$ cat config.mk
export PLATFORM = sky130hd
export DESIGN_NAME = script_fetch_seq
export DESIGN_NICKNAME = d
export VERILOG_FILES = /design/src/rtl/sfs_pkg.sv /design/src/rtl/sfs_split.sv /design/src/rtl/sfs_cmd.sv /design/src/rtl/sfs_capture.sv /design/src/rtl/script_fetch_seq.sv
export SDC_FILE = /design/constraint.sdc
export NUM_CORES = 1
export LEC_CHECK = 0
export ABC_AREA = 1
export BUFFER_PORTS_ARGS = -buffer_cell sky130_fd_sc_hd__clkbuf_2
export CAP_MARGIN = 10
export CORE_UTILIZATION = 40
export DETAILED_ROUTE_END_ITERATION = 10
export GPL_ROUTABILITY_DRIVEN = 1
export PLACE_DENSITY = 0.72
export REMOVE_ABC_BUFFERS = 1
export SLEW_MARGIN = 20
export SYNTH_ARGS = -nofsm -noshare
export SYNTH_HDL_FRONTEND = slang
export SYNTH_SLANG_ARGS = --single-unit
$ cat constraint.sdc
create_clock -name clk -period 5.3 [get_ports clk]
set_input_delay 1.06 -clock clk [delete_from_list [all_inputs] [get_ports clk]]
set_output_delay 1.06 -clock clk [all_outputs]
set_load 0.1 [all_outputs]
$ cat src/rtl/sfs_pkg.sv
package sfs_pkg;

  typedef enum logic [1:0] {
    CLS_PLAIN    = 2'b00,
    CLS_INDIRECT = 2'b01,
    CLS_TABLE    = 2'b10,
    CLS_MEMMOVE  = 2'b11
  } op_class_e;

  typedef enum logic [1:0] {
    ST_IDLE,
    ST_ARMED,
    ST_REQ,
    ST_GAP
  } seq_state_e;

  localparam logic [3:0] CMD_MEM_READ  = 4'b0110;
  localparam logic [3:0] CMD_READ_MULT = 4'b1100;
  localparam logic [3:0] CMD_READ_LINE = 4'b1110;

  // dword count of one instruction, by opcode class
  function automatic logic [2:0] class_dwords(input logic [1:0] cls);
    logic [2:0] n;
    case (op_class_e'(cls))
      CLS_PLAIN:    n = 3'd2;
      CLS_INDIRECT: n = 3'd3;
      CLS_TABLE:    n = 3'd4;
      default:      n = 3'd3;
    endcase
    return n;
  endfunction

endpackage

$ cat src/rtl/sfs_split.sv
// Works out how many dwords the current ownership still has to read.
module sfs_split #(
  parameter int CNT_W    = 3,
  parameter int LEN_W    = 2,
  parameter int BURST_DW = 2
) (
  input  logic             burst_eff,
  input  logic [CNT_W-1:0] idx,
  input  logic [CNT_W-1:0] total,
  output logic [LEN_W-1:0] own_len
);
  localparam logic [CNT_W-1:0] BURST_N = CNT_W'(BURST_DW);

  logic [CNT_W-1:0] own_end;

  always_comb begin
    if (burst_eff) begin
      own_end = (idx < BURST_N) ? BURST_N : total;
    end else begin
      own_end = idx + 1'b1;
    end
    own_len = LEN_W'(own_end - idx);
  end
endmodule

$ cat src/rtl/sfs_cmd.sv
// Bus read command for the current ownership.
module sfs_cmd #(
  parameter int LEN_W    = 2,
  parameter int BURST_DW = 2
) (
  input  logic             opcode_fetch,
  input  logic [LEN_W-1:0] own_len,
  input  logic             read_line,
  input  logic             read_mult,
  input  logic             cache_on,
  output logic [3:0]       cmd
);
  import sfs_pkg::*;

  logic mult_ok;

  always_comb begin
    mult_ok = read_mult & cache_on & (own_len == LEN_W'(BURST_DW));
    if (!opcode_fetch && read_line) begin
      cmd = CMD_READ_LINE;
    end else if (mult_ok) begin
      cmd = CMD_READ_MULT;
    end else begin
      cmd = CMD_MEM_READ;
    end
  end
endmodule

$ cat src/rtl/sfs_capture.sv
// Holding slots for the dwords of one instruction.
module sfs_capture #(
  parameter int DATA_W = 32,
  parameter int SLOTS  = 4,
  parameter int IDX_W  = 3
) (
  input  logic                      clk,
  input  logic                      rst_n,
  input  logic                      wr_en,
  input  logic [IDX_W-1:0]          wr_idx,
  input  logic [DATA_W-1:0]         wr_data,
  output logic [SLOTS*DATA_W-1:0]   words
);
  for (genvar g = 0; g < SLOTS; g++) begin : g_slot
    logic [DATA_W-1:0] slot_q;
    logic              slot_en;

    assign slot_en = wr_en && (wr_idx == IDX_W'(g));

    always_ff @(posedge clk or negedge rst_n) begin
      if (!rst_n) begin
        slot_q <= '0;
      end else if (slot_en) begin
        slot_q <= wr_data;
      end
    end

    assign words[g*DATA_W +: DATA_W] = slot_q;
  end
endmodule

$ cat src/rtl/script_fetch_seq.sv
module script_fetch_seq #(
  parameter int ADDR_W   = 32,
  parameter int DATA_W   = 32,
  parameter int MAX_DW   = 4,
  parameter int CNT_W    = 3,
  parameter int LEN_W    = 2,
  parameter int BURST_DW = 2
) (
  input  logic                     clk,
  input  logic                     rst_n,
  input  logic                     cfg_burst_en,
  input  logic                     cfg_prefetch_en,
  input  logic                     cfg_ram_src,
  input  logic                     cfg_read_line,
  input  logic                     cfg_read_mult,
  input  logic                     cfg_cache_on,
  input  logic                     cfg_manual,
  input  logic                     ptr_wr,
  input  logic [ADDR_W-1:0]        ptr_data,
  input  logic                     start_pulse,
  output logic                     bus_req,
  input  logic                     bus_gnt,
  output logic [LEN_W-1:0]         bus_len,
  output logic [3:0]               bus_cmd,
  output logic [ADDR_W-1:0]        bus_addr,
  input  logic                     bus_rvalid,
  input  logic [DATA_W-1:0]        bus_rdata,
  output logic                     ins_valid,
  output logic [CNT_W-1:0]         ins_len,
  output logic [MAX_DW*DATA_W-1:0] ins_words
);
  import sfs_pkg::*;

  localparam logic [CNT_W-1:0] FIRST_TOTAL = CNT_W'(BURST_DW);

  seq_state_e        state_q, state_d;
  logic [ADDR_W-1:0] pc_q, pc_d;
  logic [CNT_W-1:0]  idx_q, idx_d;
  logic [CNT_W-1:0]  tot_q, tot_d;
  logic [CNT_W-1:0]  len_q, len_d;
  logic              vld_q, vld_d;

  logic              burst_eff;
  logic              beat;
  logic              last_dw;
  logic              own_done;
  logic [CNT_W-1:0]  tot_now;
  logic [LEN_W-1:0]  own_len;

  assign burst_eff = cfg_burst_en & ~cfg_prefetch_en & ~cfg_ram_src;

  sfs_split #(.CNT_W(CNT_W), .LEN_W(LEN_W), .BURST_DW(BURST_DW)) u_split (
    .burst_eff (burst_eff),
    .idx       (idx_q),
    .total     (tot_q),
    .own_len   (own_len)
  );

  sfs_cmd #(.LEN_W(LEN_W), .BURST_DW(BURST_DW)) u_cmd (
    .opcode_fetch (idx_q == '0),
    .own_len      (own_len),
    .read_line    (cfg_read_line),
    .read_mult    (cfg_read_mult),
    .cache_on     (cfg_cache_on),
    .cmd          (bus_cmd)
  );

  sfs_capture #(.DATA_W(DATA_W), .SLOTS(MAX_DW), .IDX_W(CNT_W)) u_cap (
    .clk     (clk),
    .rst_n   (rst_n),
    .wr_en   (beat),
    .wr_idx  (idx_q),
    .wr_data (bus_rdata),
    .words   (ins_words)
  );

  // class is decoded the moment dword 0 arrives
  assign tot_now  = (idx_q == '0) ? CNT_W'(class_dwords(bus_rdata[DATA_W-1 -: 2])) : tot_q;
  assign beat     = (state_q == ST_REQ) && bus_gnt && bus_rvalid;
  assign last_dw  = beat && ((idx_q + 1'b1) == tot_now);
  assign own_done = beat && (own_len == LEN_W'(1));

  always_comb begin
    state_d = state_q;
    pc_d    = pc_q;
    idx_d   = idx_q;
    tot_d   = tot_q;
    len_d   = len_q;
    vld_d   = 1'b0;
    if (ptr_wr) begin
      pc_d    = ptr_data;
      idx_d   = '0;
      tot_d   = FIRST_TOTAL;
      state_d = cfg_manual ? ST_ARMED : ST_REQ;
    end else begin
      case (state_q)
        ST_ARMED: if (start_pulse) state_d = ST_REQ;
        ST_REQ: begin
          if (beat) begin
            idx_d = idx_q + 1'b1;
            tot_d = tot_now;
            if (last_dw) begin
              pc_d    = pc_q + ADDR_W'({tot_now, 2'b00});
              idx_d   = '0;
              tot_d   = FIRST_TOTAL;
              len_d   = tot_now;
              vld_d   = 1'b1;
              state_d = ST_GAP;
            end else if (own_done) begin
              state_d = ST_GAP;
            end
          end
        end
        ST_GAP:  state_d = ST_REQ;
        default: state_d = state_q;
      endcase
    end
  end

  always_ff @(posedge clk or negedge rst_n) begin
    if (!rst_n) begin
      state_q <= ST_IDLE;
      pc_q    <= '0;
      idx_q   <= '0;
      tot_q   <= FIRST_TOTAL;
      len_q   <= '0;
      vld_q   <= 1'b0;
    end else begin
      state_q <= state_d;
      pc_q    <= pc_d;
      idx_q   <= idx_d;
      tot_q   <= tot_d;
      len_q   <= len_d;
      vld_q   <= vld_d;
    end
  end

  assign bus_req   = (state_q == ST_REQ);
  assign bus_len   = own_len;
  assign bus_addr  = pc_q + ADDR_W'({idx_q, 2'b00});
  assign ins_valid = vld_q;
  assign ins_len   = len_q;

  // ---------------- assertions ----------------
  p_auto_go_r7: assert property (@(posedge clk) disable iff (!rst_n)
    ptr_wr && !cfg_manual |=> bus_req && (bus_addr == $past(ptr_data)));

  p_manual_hold_r8: assert property (@(posedge clk) disable iff (!rst_n)
    ptr_wr && cfg_manual |=> !bus_req);

  p_first_burst_r2: assert property (@(posedge clk) disable iff (!rst_n)
    bus_req && burst_eff && (idx_q == '0) |-> bus_len == LEN_W'(BURST_DW));

  p_single_r4: assert property (@(posedge clk) disable iff (!rst_n)
    bus_req && !burst_eff |-> bus_len == LEN_W'(1));

  p_gap_r3: assert property (@(posedge clk) disable iff (!rst_n)
    beat && (bus_len == LEN_W'(1)) && !ptr_wr |=> !bus_req);

  p_line_cmd_r6: assert property (@(posedge clk) disable iff (!rst_n)
    bus_req && cfg_read_line && (idx_q != '0) |-> bus_cmd == CMD_READ_LINE);

  p_valid_pulse_r10: assert property (@(posedge clk) disable iff (!rst_n)
    ins_valid |=> !ins_valid);

  p_addr_hold_r13: assert property (@(posedge clk) disable iff (!rst_n)
    bus_req && !(bus_gnt && bus_rvalid) && !ptr_wr |=> bus_req && $stable(bus_addr));

endmodule

Word-level counts from Yosys, hierarchy flattened
Index checks and enable logic that the tools add are counted.

Register bits: 172. Latch bits: 0. Memory bits (writable): 0. Memory bits (read-only): 0. Output and inout bits: 171. Memories: 0.

Add/subtract/negate cells: 4. Multiply operators: 0. Divide/modulo/power cells: 0. $lt $le $gt $ge: 1. Equality and inequality tests: 13. Shift-type cells: 0. Multiplexer cells: 29. Bitwise operators: 7. Reductions and logical operators: 20.

Operators with widths (number): 32-bit two-way mux (4); 32-bit by 5-bit adder with 32-bit output (2); 3-bit two-way mux (9); 2-bit two-way mux (8); 1-bit logical AND (9); 2-bit equality test, second input constant (4); 4-bit two-way mux (2); 4-bit AND reduction (2); 3-bit by 2-bit equality test with 1-bit output, second input constant (2); 2-bit case mux with 3 select lines (1); 3-bit case mux with 2 select lines (1); 2-bit nonzero test (3); 1-bit bitwise AND (4); 2-bit by 1-bit equality test with 1-bit output, second input constant (2); 1-bit two-way mux (4); 4-bit by 2-bit != test with 1-bit output, second input constant (1); 4-bit nonzero test (1); 3-bit by 1-bit adder with 3-bit output, second input constant (1); 3-bit by 1-bit equality test with 1-bit output, second input constant (1); 3-bit equality test (1); 3-bit zero test (1); 3-bit by 2-bit < comparator with 1-bit output, second input constant (1); 3-bit by 2-bit != test with 1-bit output, second input constant (1); 3-bit != test, second input constant (1); 6 further kinds (8).

Logic depth before layout (Yosys ltp)
Word-level depth: 12. Depth in mapped cells: 19.

By module
From an unflattened synthesis, not the netlist that was laid out.

Cell total of the unflattened synthesis: 1205. Area, all modules: 9177.6 um^2.

By module, submodules not included: sfs_capture (times used 1, cells an instance 562, area an instance 5146.2 um^2, seq. area each 3203.1 um^2); script_fetch_seq (times used 1, cells an instance 611, area an instance 3883.7 um^2, seq. area each 1102.3 um^2); sfs_split (times used 1, cells an instance 19, area an instance 87.6 um^2, seq. area each 0.0 um^2); sfs_cmd (times used 1, cells an instance 13, area an instance 60.1 um^2, seq. area each 0.0 um^2).

Worst setup path before layout
OpenSTA, ideal clock, no wires.

Kind: input-to-output. From: in cfg_prefetch_en. To: out bus_cmd[3]. Data arrival time: 3.533 ns. Setup slack: 0.707 ns. Cell stages on the path: 9. Buffers on the path: 0. Cells stage by stage: nor3_1 o21ai_0 o21ai_0 ha_1 xnor2_1 inv_1 nand3_1 nand2_1 o22ai_1.

Word-level cells in the longest chain between the ends: 9.

RTL lines: from (decl) (line script_fetch_seq.sv:12) `input logic cfg_prefetch_en,`; 1-bit NOT (line script_fetch_seq.sv:50) `assign burst_eff = cfg_burst_en & ~cfg_prefetch_en & ~cfg_ram_src;`; 1-bit bitwise AND (2 in series) (line script_fetch_seq.sv:50); 2-bit two-way mux (line sfs_split.sv:17) `if (burst_eff) begin`; 2-bit subtractor (line sfs_split.sv:22) `own_len = LEN_W'(own_end - idx);`; 2-bit equality test (line sfs_cmd.sv:18) `mult_ok = read_mult & cache_on & (own_len == LEN_W'(BURST_DW));`; 1-bit bitwise AND (line sfs_cmd.sv:18); 4-bit two-way mux (line sfs_cmd.sv:21) `end else if (mult_ok) begin`; 4-bit two-way mux (line sfs_cmd.sv:19) `if (!opcode_fetch && read_line) begin`; to (decl) (line script_fetch_seq.sv:24) `output logic [3:0] bus_cmd,`.

No other way between the ends.

Final worst setup path
From: reg idx_q[0]. To: out bus_addr[28].

Word-level cells in the longest chain between the ends: 1.

RTL lines: from (decl) (line script_fetch_seq.sv:38) `logic [CNT_W-1:0] idx_q, idx_d;`; from (signal assigned) (line script_fetch_seq.sv:131) `idx_q <= idx_d;`; 32-bit by 5-bit adder with 32-bit output (line script_fetch_seq.sv:140) `assign bus_addr = pc_q + ADDR_W'({idx_q, 2'b00});`; to (decl) (line script_fetch_seq.sv:25) `output logic [ADDR_W-1:0] bus_addr,`.

No other way between the ends.

==> results by group <==
Power
  – P_leak: 5.568 nW
  – Sequential Power Share: 0.285
  – Switching power total: 0.003720 W
  – VDD IR max: 0.0002460 V
  – Part of the power in the clock network: 0.192
  – Cell Pwr Density: 617.4 nW/um^2
  – Switching Fraction: 0.5802
  – Combinational power share: 0.522
  – Pint: 0.002692 W

Global routing
  – Initial antenna violation count: 0
  – Vias in the first global route: 7173
  – Total track usage: 0.2152
  – Largest net degree at the start of global routing: 123
  – Total grt overflow: 0
  – First-pass GRT wire length: 37.00 mm

CTS
  – Post_cts resized: 0
  – Reg clk slew, reported paths: 0.08 ns
  – Root Driver: clkbuf_16
  – CTS Sinks: 172
  – CTS Hold Bufs: 0
  – Worst-Skew Late Latency: 0.43 ns
  – Post-CTS Setup Inserts: 0
  – CTS tree: yes
  – CTS H-tree lvls: 4
  – CTS Buf Count: 17
  – Max Root-Sink Buffers: 2

Final layout
  – Share of layout cells above drive strength 1: 0.2369
  – ANT cells: 0
  – Layout area overhead: 24.21%
  – Finished Core Util: 0.5100
  – Layout net count: 1375

Timing
  – Max Freq: 0.2437 GHz
  – Worst Tran Pin Value: 0.6593 ns
  – Fin crit share: 0.7741
  – Final Hold Viols: 0
  – Post-route minimum period: 4.103 ns
  – RSZ-0062 raised after global routing: false
  – Total negative slack: 0 ns
  – Clock Skew: 0.01123 ns
  – Max Slew Vio Count: 0
  – Slew HR: 0.5605
  – Final setup viols: 0

Route
  – Detailed-router iteration count before antenna repair: 5
  – Initial detailed-routing violation count: 396
  – Final WL: 22.62 mm
  – DR WL/cell: 14.44 um
  – Vias post-DR: 7755
  – DRC viols: 0
  – Antenna Nets Post-Route: 0
  – Vias per cell: 4.952

Floorplanning
  – Die Y: 146.6 um
  – Initial Util: 0.4105
  – Die X: 146.6 um
  – Io pins: 248
  – Area of the core: 20360 sq um
  – Row count: 52
  – DIE AREA: 21480 sq um

Worst setup path
  – Setup crit end kind: output port
  – Slowest stage delay, CP: 0.49 ns
  – CP Buf/Inv Count: 1
  – CP dominant cell by count: nand2_1
  – Crit path kind: flop to output port
  – Startpoint Class: flop
  – Worst path top cell family by delay: simple AND/OR/NAND/NOR gates
  – Worst-path cell chain: ha_1, fa_1, nand2_1, a21oi_2, nand2_1, nor2_1, nand2_1, xor2_1, clkbuf_2
  – Max stage delay cell, worst path: dfrtp_1
  – Crit path DAT: 3.04 ns
  – Req. time, crit path: 4.24 ns
  – Peak fanout along the critical path: 8

Logic synthesis
  – Ys flop type: dfrtp_1
  – Top-count cell post-synth: nand2_1
  – Area contributors post-synth: dfrtp_1 (51%), nand2_1 (17%), o21ai_0 (9.3%)
  – Synth top cells by count: nand2_1 (375), dfrtp_1 (171), o21ai_0 (156), inv_1 (94), nand3_1 (68)
  – Post-synth ARST share: 1.000
  – Mean post-synth cell area: 7.917 sq um
  – Share of the synthesized area in the top cell type: 0.5118
  – Post-synth top area cell: dfrtp_1
  – Post-synth EDFFs: 0
  – Mapped Cells: 1056
  – #FFs+latches synth: 172
  – Synth Warn #: 0
  – Sequential cell area fraction in the yosys report: 0.5150
  – Synth cell types: 31
  – Post-Synthesis Cell Area: 8361 sq um

Run status
  – Outcome: complete, no violations

Worst hold path
  – Hold crit path type: flop to flop

Placement
  – Routability cong.: 0.8731
  – # port buffers: 245
  – Placed wire-length estimate: 16.11 mm

Run
  – Max Cap Viol: 0
-- sequential cells by signal, indices dropped and copies added, names as in the netlist --
name and count:
state_q 2, ins_len 3, idx_q 3, ins_valid 1
u_cap.g_slot.slot_q 128, pc_q 32, tot_q 3
-- path summary, 6_finish.rpt --
check                          from                    endpoint  slack (ns)  cells past startpoint
min reg2reg                 pc_q[0]                     pc_q[0]        0.48                      2
min                         pc_q[0]                     pc_q[0]        0.48                      2
max reg2reg                idx_q[0]                    pc_q[12]        1.82                     17
max in group asynchronous     rst_n  u_cap.g_slot[0].slot_q[15]        3.67                      2
max                        idx_q[0]                bus_addr[28]        1.20                      9
min in group asynchronous     rst_n                    pc_q[10]        0.58                      1
-- cells in the final DEF (no fill, tap or decap), types with 2 or more instances in the layout --
master and n:
nand4_1 5, nor3_1 2, inv_1 94, nand3_1 68, nand2_4 3, nand2_1 373, inv_8 6, fa_1 2
o21ai_1 8, clkinv_8 2, nor2_2 6, nand3b_1 2, conb_1 2, inv_2 3, or2_2 5, xnor2_1 3
clkbuf_16 17, clkbuf_2 244, dfrtp_1 171, buf_4 4, o21ai_0 156, xor2_1 32, nand2_2 4, clkinvlp_4 2
clkinv_4 3, ha_1 12, nor2_1 55, nand3_2 2
-- final cells by class --
cell class | count | area, sq um
multi-input cells | 745 | 3516
clock inverters | 14 | 150.1
fillers | 1941 | 9980
well taps | 270 | 337.8
repair buffers | 250 | 1282
flip-flops and latches | 172 | 4305
clock buffers | 17 | 425.4
inverters | 98 | 367.9
-- per-stage QoR --
stage | total power (W) | instance area (sq um) | setup slack (ns) | hold slack (ns) | std cells
3_3_place_gp | 0.005170 | 9799 | 1.438 | 0.4561 | 1535
5_1_grt | 0.006681 | 10390 | 0.9595 | 0.5044 | 1566
2_1_floorplan | 0.004620 | 8174 | 0.7072 | 0.4489 | 1015
3_5_place_dp | 0.005205 | 9799 | 1.324 | 0.4630 | 1535
6_report | 0.006412 | 10390 | 1.197 | 0.4817 | 1566
4_1_cts | 0.006450 | 10380 | 1.175 | 0.4817 | 1566
-- layer usage --
layer / up-vias / wire [um] / track usage
met1: 3615 / 10340 / 0.2934
met3: 30 / 1393 / 0.03813
met5: - / 0 / 0
met4: 0 / 346 / 0.06302
met2: 319 / 10540 / 0.3500
li1: 3791 / - / -
-- kinds of logic after synthesis --
| group | Yosys count | synth area share |
|---|---|---|
| AO/OA/AOI/OAI | 168 | 0.1016 |
| XOR/XNOR | 35 | 0.03667 |
| adder cells (fa/ha/maj) | 14 | 0.02275 |
| buffers and inverters | 139 | 0.06630 |
| flip-flops | 172 | 0.5150 |
| other | 2 | 0.0008983 |
| AND/OR/NAND/NOR | 526 | 0.2568 |
-- tightest hold or removal path, delay by kind of cell, from the launching register on --
| kind | cells | cell delay, ns |
|---|---|---|
| flip-flops | 1 | 0.35 |
| AND/OR/NAND/NOR | 2 | 0.10 |
-- power groups by stage --
stage / clock network (W) / registers, W / logic [W]
2_1_floorplan: 0 / 0.00376 / 0.000856
3_3_place_gp: 0 / 0.00184 / 0.00333
3_5_place_dp: 0 / 0.00185 / 0.00335
4_1_cts: 0.00126 / 0.00183 / 0.00336
5_1_grt: 0.00132 / 0.00187 / 0.00350
6_report: 0.00123 / 0.00183 / 0.00335
Note: power is estimated with default switching activity, not from simulation.
